<file path="src/rtl/lpc_pkg.sv">
package lpc_pkg;
  typedef enum logic [2:0] {
    ST_RUN       = 3'd0,
    ST_HALT_WAIT = 3'd1,
    ST_STOP_WAIT = 3'd2,
    ST_HALT      = 3'd3,
    ST_STOP      = 3'd4
  } lpc_state_e;

  localparam logic [1:0] MODE_RUN  = 2'b00;
  localparam logic [1:0] MODE_HALT = 2'b01;
  localparam logic [1:0] MODE_STOP = 2'b10;
endpackage

</file>
<file path="src/rtl/lpc_wake.sv">
module lpc_wake #(
  parameter int NUM_IRQ = 4
) (
  input  logic [NUM_IRQ-1:0] irq_req,
  input  logic [NUM_IRQ-1:0] irq_en,
  output logic               wake
);
  logic [NUM_IRQ-1:0] live;

  for (genvar i = 0; i < NUM_IRQ; i++) begin : g_line
    assign live[i] = irq_req[i] & irq_en[i];
  end

  assign wake = |live;
endmodule

</file>
<file path="src/rtl/lpc_fsm.sv">
module lpc_fsm
  import lpc_pkg::*;
(
  input  logic       clk,
  input  logic       rst,
  input  logic       halt_req,
  input  logic       stop_req,
  input  logic       pipe_empty,
  input  logic       wake,
  output lpc_state_e state_d
);
  lpc_state_e state_q;

  always_comb begin
    state_d = state_q;
    unique case (state_q)
      ST_RUN: begin
        if (stop_req)      state_d = pipe_empty ? ST_STOP : ST_STOP_WAIT;
        else if (halt_req) state_d = pipe_empty ? ST_HALT : ST_HALT_WAIT;
      end
      ST_HALT_WAIT: begin
        if (stop_req)      state_d = pipe_empty ? ST_STOP : ST_STOP_WAIT;
        else if (pipe_empty) state_d = ST_HALT;
      end
      ST_STOP_WAIT: if (pipe_empty) state_d = ST_STOP;
      ST_HALT:      if (wake) state_d = ST_RUN;
      ST_STOP:      state_d = ST_STOP;
      default:      state_d = ST_RUN;
    endcase
  end

  always_ff @(posedge clk) begin
    if (rst) state_q <= ST_RUN;
    else     state_q <= state_d;
  end

  // flushed halt strobe lands in halt
  a_r2_halt_entry: assert property (@(posedge clk) disable iff (rst)
    (state_q == ST_RUN && halt_req && !stop_req && pipe_empty) |=> state_q == ST_HALT);

  // busy pipeline keeps the request pending
  a_r4_pending: assert property (@(posedge clk) disable iff (rst)
    (state_q == ST_RUN && (halt_req || stop_req) && !pipe_empty)
      |=> (state_q == ST_HALT_WAIT || state_q == ST_STOP_WAIT));

  // no enabled request keeps halt
  a_r6_masked_hold: assert property (@(posedge clk) disable iff (rst)
    (state_q == ST_HALT && !wake) |=> state_q == ST_HALT);

  // only reset ends stop
  a_r7_stop_hold: assert property (@(posedge clk) disable iff (rst)
    (state_q == ST_STOP) |=> state_q == ST_STOP);

  // stop beats halt on collision
  a_r8_stop_wins: assert property (@(posedge clk) disable iff (rst)
    (state_q == ST_RUN && halt_req && stop_req && pipe_empty) |=> state_q == ST_STOP);
endmodule

</file>
<file path="src/rtl/lpc_outregs.sv">
module lpc_outregs
  import lpc_pkg::*;
#(
  parameter int                ADDR_W       = 16,
  parameter logic [ADDR_W-1:0] RESTART_ADDR = 16'h000C
) (
  input  logic              clk,
  input  logic              rst,
  input  lpc_state_e        state_d,
  output logic              core_clk_en,
  output logic              periph_clk_en,
  output logic              osc_en,
  output logic              vec_load,
  output logic [ADDR_W-1:0] vec_addr,
  output logic [1:0]        mode
);
  logic boot_q;

  always_ff @(posedge clk) begin
    if (rst) begin
      core_clk_en   <= 1'b1;
      periph_clk_en <= 1'b1;
      osc_en        <= 1'b1;
      mode          <= MODE_RUN;
      boot_q        <= 1'b1;
      vec_load      <= 1'b0;
      vec_addr      <= '0;
    end else begin
      core_clk_en   <= (state_d == ST_RUN) || (state_d == ST_HALT_WAIT) ||
                       (state_d == ST_STOP_WAIT);
      periph_clk_en <= (state_d != ST_STOP);
      osc_en        <= (state_d != ST_STOP);
      mode          <= (state_d == ST_HALT) ? MODE_HALT :
                       (state_d == ST_STOP) ? MODE_STOP : MODE_RUN;
      boot_q        <= 1'b0;
      vec_load      <= boot_q;
      vec_addr      <= boot_q ? RESTART_ADDR : '0;
    end
  end

  // oscillator off implies every clock off
  a_r10_osc_off: assert property (@(posedge clk) disable iff (rst)
    !osc_en |-> (!core_clk_en && !periph_clk_en));

  // restart strobe lasts one cycle and carries the address
  a_r1_vec_pulse: assert property (@(posedge clk) disable iff (rst)
    vec_load |=> !vec_load);
  a_r1_vec_addr: assert property (@(posedge clk) disable iff (rst)
    vec_load |-> vec_addr == RESTART_ADDR);

  // core clock only stopped while a sleep mode is shown
  a_r5_core_mode: assert property (@(posedge clk) disable iff (rst)
    !core_clk_en |-> mode != MODE_RUN);
endmodule

</file>
<file path="src/rtl/lpclk_ctrl.sv">
module lpclk_ctrl
  import lpc_pkg::*;
#(
  parameter int                NUM_IRQ      = 6,
  parameter int                ADDR_W       = 16,
  parameter logic [ADDR_W-1:0] RESTART_ADDR = 16'h000C
) (
  input  logic               clk,
  input  logic               rst,
  input  logic               halt_req,
  input  logic               stop_req,
  input  logic               pipe_empty,
  input  logic [NUM_IRQ-1:0] irq_req,
  input  logic [NUM_IRQ-1:0] irq_en,
  output logic               core_clk_en,
  output logic               periph_clk_en,
  output logic               osc_en,
  output logic               vec_load,
  output logic [ADDR_W-1:0]  vec_addr,
  output logic [1:0]         mode
);
  logic       wake;
  lpc_state_e state_d;

  lpc_wake #(.NUM_IRQ(NUM_IRQ)) u_wake (
    .irq_req (irq_req),
    .irq_en  (irq_en),
    .wake    (wake)
  );

  lpc_fsm u_fsm (
    .clk        (clk),
    .rst        (rst),
    .halt_req   (halt_req),
    .stop_req   (stop_req),
    .pipe_empty (pipe_empty),
    .wake       (wake),
    .state_d    (state_d)
  );

  lpc_outregs #(.ADDR_W(ADDR_W), .RESTART_ADDR(RESTART_ADDR)) u_out (
    .clk           (clk),
    .rst           (rst),
    .state_d       (state_d),
    .core_clk_en   (core_clk_en),
    .periph_clk_en (periph_clk_en),
    .osc_en        (osc_en),
    .vec_load      (vec_load),
    .vec_addr      (vec_addr),
    .mode          (mode)
  );
endmodule

</file>
<file path="config.mk">
export PLATFORM = sky130hd
export DESIGN_NAME = lpclk_ctrl
export DESIGN_NICKNAME = d
export VERILOG_FILES = /design/src/rtl/lpc_pkg.sv /design/src/rtl/lpc_wake.sv /design/src/rtl/lpc_fsm.sv /design/src/rtl/lpc_outregs.sv /design/src/rtl/lpclk_ctrl.sv
export SDC_FILE = /design/constraint.sdc
export NUM_CORES = 1
export LEC_CHECK = 0
export ABC_AREA = 1
export BUFFER_PORTS_ARGS = -buffer_cell sky130_fd_sc_hd__buf_2
export CORE_MARGIN = 2
export CORE_UTILIZATION = 36
export CTS_BUF_LIST = sky130_fd_sc_hd__clkbuf_16
export CTS_CLUSTER_SIZE = 12
export DETAILED_ROUTE_END_ITERATION = 10
export GPL_TIMING_DRIVEN = 0
export HOLD_SLACK_MARGIN = 0.03
export PLACE_DENSITY = 0.75
export SLEW_MARGIN = 15
export SYNTH_ARGS = -nofsm -noshare
export SYNTH_HDL_FRONTEND = slang
export SYNTH_SLANG_ARGS = --single-unit
</file>
<file path="constraint.sdc">
create_clock -name clk -period 1 [get_ports clk]
set_input_delay 0.15 -clock clk [delete_from_list [all_inputs] [get_ports clk]]
set_output_delay 0.15 -clock clk [all_outputs]
set_load 0.03 [all_outputs]
</file>
==> impl_metrics.tcl, run 1 <==
set metrics [dict create \
    die_x_um 44.2 \
    synthSimpleGateAreaFrac_pct 32.8 \
    cts_hold_buf 0 \
    clk_pin_slew_worst_paths_ns 0.04 \
    ctsHtreeMaxLevel 1 \
    port_buffers 24 \
    netlist_area_um2 583 \
    setup_ws_ns -0.0524 \
    gp_congestion 0.721 \
    worst_path_max_delay_cell "dfxtp_4" \
    fin_crit_sh_pct 105 \
    dpl.hpwl_um 897 \
    clock-root-buffer "clkbuf_16" \
    area_growth_pct 54.7 \
    wl_per_cell_um 8.23 \
    place_inst 137 \
    die_height_um 44.2 \
    finalSetupTns_ns -0.143 \
    grtUsageTotal_pct 12.8 \
    ys_warn_count 0 \
    final_common_cell "nand2_1" \
    drt_wl_total_um 1170 \
    synth.ff_latch_count 9 \
    cts_tree "built" \
    yosysTopAreaCell "dfxtp_1" \
    cts.sinks 9 \
    worstPathArrival_ns 1.18 \
    final-instance-count-excl-fill 142 \
    synth.avg_cell_area_um2 6.94 \
    path_buf_inv 2 \
    numCtsBuffers 3 \
    dp_worst_setup_slack_ns -0.104 \
    cp_max_fo 6 \
    status "finished with violations" \
    via_per_inst 4.11 \
    antenna_found_initial 0 \
    drc 0 \
    drive_above_1_share_pct 49.2 \
    rsz0062_at_grt "yes" \
    synthTopCellsByArea "dfxtp_1, buf_4, nand2_1, nand3_1, inv_1" \
    pwr_density_cell_nw_per_um2 1710 \
    synth_xor_area_share_pct 0 \
    critPathTopFamily "simple AND/OR/NAND/NOR gates" \
    start_util_pct 38.7 \
    fmax_ghz 0.950 \
    violations "setup timing" \
    path_cells "inv_4 > nand2_1 > nor2_1 > nand2_1 > nand2_1 > inv_2 > nand3_1 > and2_1" \
    final_cell_mix "nand2_1, buf_2, buf_4" \
    fillers 138 \
    ys_seq_area_share_pct 30.9 \
    cpPeakStageDelay_ns 0.38 \
    rows 14 \
    drtAntennaViolNets 0 \
    die-area_um2 1960 \
    synth_fa_ha_area_share_pct 0 \
    synth_top_area_share_pct 30.9 \
    critPathLaunchType "flip-flop" \
    vias 583 \
    leakage_nw 0.506 \
    path_common_cell "nand2_1" \
    setup_violations 4 \
    hold_path_class "in -> reg" \
    grt_pass1_wl_um 1840 \
    synth_cells 84 \
    core_um2 1510 \
    cap_violations 0 \
    grt_pass1_vias 480 \
    overflow 0 \
    dr.pass1.iters 4 \
    max-vdd-ir-drop_uv 724 \
    synth_top_family_by_area "simple AND/OR/NAND/NOR gates" \
    synth_compound_area_share_pct 7.94 \
    maxSlewViolCount 0 \
    grt_max_degree 8 \
    drt_iter0_markers 9 \
    clk_latency_ns 0.23 \
    worstSetupEndpointType "flip-flop" \
    hold_viol 0 \
    io_pins 39 \
    cp.required_ns 1.12 \
    fin_crit_ns 1.05 \
    diodes 0 \
    crit_type "reg -> reg" \
    synthMuxAreaShare_pct 0 \
    synth_cell_types 20 \
    finClkSkew_ns 0.00244 \
    clock_path_buffers 2 \
    final_nets 144 \
]
## repair_timing
item / CTS / global route
pin swaps: 2 / 4
buffers inserted: 1 / 0
endpoints found under the setup margin: 5 / 6
gates resized for setup: 10 / 3
gates cloned: 0 / 0
## flip-flops by register name, indices dropped and copies added, names as in the netlist
name and count:
u_fsm.state_q 3, u_out.boot_q 1, u_out.core_clk_en 1, u_out.mode 2, u_out.periph_clk_en 1, u_out.vec_addr 1
## where the power goes
part / internal, mW / leakage, nW / switching, mW
sequential: 0.400 / 0.0762 / 0.0349
combinational: 0.160 / 0.388 / 0.265
clock: 0.522 / 0.0423 / 0.166
total: 1.08 / 0.506 / 0.465
## through the flow
| stage | power (mW) | utilization (%) | hold WS (ns) | instance area [um2] |
|---|---|---|---|---|
| 2_1_floorplan | 0.735 | - | 0.178 | 634 |
| 3_3_place_gp | 0.813 | 51.4 | 0.367 | 774 |
| 3_5_place_dp | 0.823 | 51.4 | 0.375 | 774 |
| 4_1_cts | 1.54 | 58.9 | 0.130 | 887 |
| 5_1_grt | 1.62 | 59.9 | 0.156 | 902 |
| 6_report | 1.55 | 59.9 | 0.154 | 902 |
## final timing paths
path                    start                 to  slack [ns]  cells after the start
min reg2reg      u_out.boot_q  u_out.vec_addr[2]        0.40                      2
min                       rst       u_out.boot_q        0.15                      1
max          u_fsm.state_q[2]      u_out.mode[0]       -0.05                      8
max reg2reg  u_fsm.state_q[2]      u_out.mode[0]       -0.05                      8
## routing by layer
metal / global-route usage, % / up-vias / share of wire, % / wire length (um)
li1: - / 313 / - / -
met5: 0 / - / 0 / 0
met1: 12.3 / 237 / 36 / 418
met2: 23.8 / 33 / 53 / 618
met4: 5.45 / 0 / 0 / 0
met3: 5.31 / 0 / 11 / 132
## cells by family (layout without fill, tap and decap cells)
kind of cell | after synthesis | in the layout
AO/OA/AOI/OAI | 6 | 6
buffers and inverters | 26 | 55
flip-flops | 9 | 9
other | 1 | 14
AND/OR/NAND/NOR | 42 | 42
## Yosys cell counts (all sizes together)
library cell,count
a21oi,4
a31oi,1
and2,1
buf,17
conb,1
dfxtp,9
inv,9
nand2,26
nand3,6
nand4,1
nor2,7
nor3,1
o21ai,1
## final cells by class
type                    instances  area (um2)  share of cell area [%]
multi-input cells              62         312                    34.5
flip-flops and latches          9         189                    20.9
repair buffers                 25         136                    15.1
plain buffers                  17         128                    14.1
clock buffers                   3        75.1                    8.32
inverters                       9        38.8                    4.30
well taps                      16        20.0                    2.22
clock inverters                 1        3.75                   0.416
Note: power is estimated with default switching activity, not from simulation.
==> inputs of run 2 (changes only) <==
--- a/config.mk
+++ b/config.mk
@@ -7,12 +7,10 @@
 export LEC_CHECK = 0
 export ABC_AREA = 1
 export BUFFER_PORTS_ARGS = -buffer_cell sky130_fd_sc_hd__buf_2
-export CORE_MARGIN = 2
 export CORE_UTILIZATION = 36
 export CTS_BUF_LIST = sky130_fd_sc_hd__clkbuf_16
 export CTS_CLUSTER_SIZE = 12
 export DETAILED_ROUTE_END_ITERATION = 10
-export GPL_TIMING_DRIVEN = 0
 export HOLD_SLACK_MARGIN = 0.03
 export PLACE_DENSITY = 0.75
 export SLEW_MARGIN = 15
==> run 2 against run 1 <==
The run still ends with setup timing left. Power shrank 3.6%. Setup slack lost 0.012 ns. Cell area shrank 13%. Sequential power is essentially flat. Die area shrank 8.8%. Global-route usage shrank 0.45 points. Count of clock-buffer cells in the layout is the same. Clock power shrank 2%. Critical path type unchanged. Critical endpoint unchanged. Largest power group unchanged.
==> impl_metrics.tcl, run 2 (synthesis gave the netlist of run 1 again) <==
set metrics [dict create \
    clock-root-buffer "clkbuf_16" \
    cts.sinks 9 \
    critPathLaunchType "flip-flop" \
    swShare_pct 30.5 \
    cts_tree "built" \
    grt_max_degree 8 \
    hold_path_class "in -> reg" \
    status "finished with violations" \
    maxSlewViolCount 0 \
    antenna_found_initial 0 \
    rsz0062_at_grt "yes" \
    regMostFlops "u_fsm.state_q" \
    multi_input_area_um2 329 \
    die_height_um 42.2 \
    critPathLaunch "u_fsm.state_q[2]" \
    setup_violations 5 \
    whs_path_depth 1 \
    drive_above_1_share_pct 45.0 \
    grtUsageTotal_pct 12.4 \
    fin_area_um2 783 \
    numCtsBuffers 3 \
    regArea_um2 189 \
    cap_violations 0 \
    clock_path_buffers 2 \
    core_um2 1510 \
    wl_per_cell_um 8.62 \
    drt_iter0_markers 4 \
    rows 14 \
    final_cell_mix "buf_2, nand2_1, conb_1" \
    grt_pass1_vias 432 \
    fillers 150 \
    p_clk_share_pct 45.3 \
    diodes 0 \
    switching_power_mw 0.455 \
    max-vdd-ir-drop_uv 1120 \
    largest_register_ffs 3 \
    overflow 0 \
    ctsHtreeMaxLevel 1 \
    fin_crit_ns 1.06 \
    cp_max_fo 6 \
    die_x_um 42.2 \
    final-instance-count-excl-fill 125 \
    hold_start "rst" \
    gp_congestion 0.764 \
    power.internal_mw 1.04 \
    setup_ws_ns -0.0641 \
    start_util_pct 38.7 \
    fmax_ghz 0.940 \
    vias 541 \
    area_growth_pct 34.3 \
    drt_wl_total_um 1080 \
    leakage_nw 0.422 \
    crit_type "reg -> reg" \
    port_buffers 24 \
    finalSetupTns_ns -0.209 \
    die-area_um2 1780 \
    rr_startpoint "u_fsm.state_q[2]" \
    drtAntennaViolNets 0 \
    grt_pass1_wl_um 1610 \
    final_common_cell "buf_2" \
    finClkSkew_ns 0.000388 \
    place_area_um2 647 \
    fin_crit_sh_pct 106 \
    ff2ff_path_depth 8 \
    hold_viol 0 \
    dp_worst_setup_slack_ns -0.0929 \
    pwr_density_cell_nw_per_um2 1900 \
    worstSetupEndpointType "flip-flop" \
    worstPathArrival_ns 1.19 \
    power_frac_seq_pct 29.2 \
    final_core_util_pct 52.0 \
    cp.required_ns 1.12 \
    via_per_inst 4.33 \
    reg_top3 "u_fsm.state_q x3, u_out.mode x2" \
    dpl.hpwl_um 796 \
    combPwrFrac_pct 25.5 \
    clk_pin_slew_worst_paths_ns 0.04 \
    io_pins 39 \
    violations "setup timing" \
    final_nets 127 \
    place_inst 120 \
    drc 0 \
    dr.pass1.iters 2 \
    clk_latency_ns 0.23 \
]
[run 2: cell types whose count changed in the layout (fill, tap and decap cells not counted), sizes merged]
cell | before | now
buf | 42 | 25
[run 2: routing by layer]
metal	part of all wire, %	wire [um]	track usage, %
met1	38	413	11.2
met2	52	563	21.5
met3	8.4	90	6.47
met4	0.93	10	7.50
met5	0	0	0
[run 2: layout make-up]
cell class | count | share of cell area [%]
Inverter | 9 | 4.95
Clock buffer | 3 | 9.58
Tap cell | 16 | 2.56
Timing Repair Buffer | 25 | 16.3
Clock inverter | 1 | 0.479
Sequential cell | 9 | 24.1
Multi-Input combinational cell | 62 | 42.0
[run 2: per-stage QoR]
| step | total power [mW] | hold WS (ns) |
|---|---|---|
| after detailed placement | 0.765 | 0.371 |
| after global placement | 0.760 | 0.370 |
| after CTS | 1.47 | 0.144 |
| after floorplan | 0.735 | 0.178 |
| final | 1.49 | 0.151 |
| after global routing | 1.56 | 0.150 |
[run 2: final timing paths]
kind	slack, ns	to
setup / recovery	-0.06	u_out.mode[0]
setup reg to reg	-0.06	u_out.mode[0]
hold / removal	0.15	u_out.boot_q
hold reg to reg	0.41	u_out.vec_addr[2]
[run 2: power groups by stage]
stage / combinational, mW / clock, mW / sequential [mW]
after floorplan: 0.266 / 0 / 0.469
after global placement: 0.330 / 0 / 0.429
after detailed placement: 0.335 / 0 / 0.430
after CTS: 0.353 / 0.688 / 0.432
after global routing: 0.413 / 0.709 / 0.440
final: 0.380 / 0.675 / 0.436
[run 2: what timing repair did]
| item | in CTS | in global routing |
|---|---|---|
| resized for setup | 9 | 6 |
| endpoints found under the setup margin | 3 | 6 |
| gates cloned | 0 | 0 |
| endpoints found under the hold margin | 0 | 0 |
| pin swaps | 3 | 9 |
| hold buffers | 0 | 0 |
| setup buffers | 0 | 1 |
[run 2: worst max-delay path, stage by stage (launching register included)]
cell     delay (ns)
dfxtp_4        0.38
inv_4          0.06
nand2_1        0.06
nor2_1         0.05
nand2_1        0.07
nand2_1        0.06
inv_2          0.07
nand3_2        0.07
and2_1         0.14
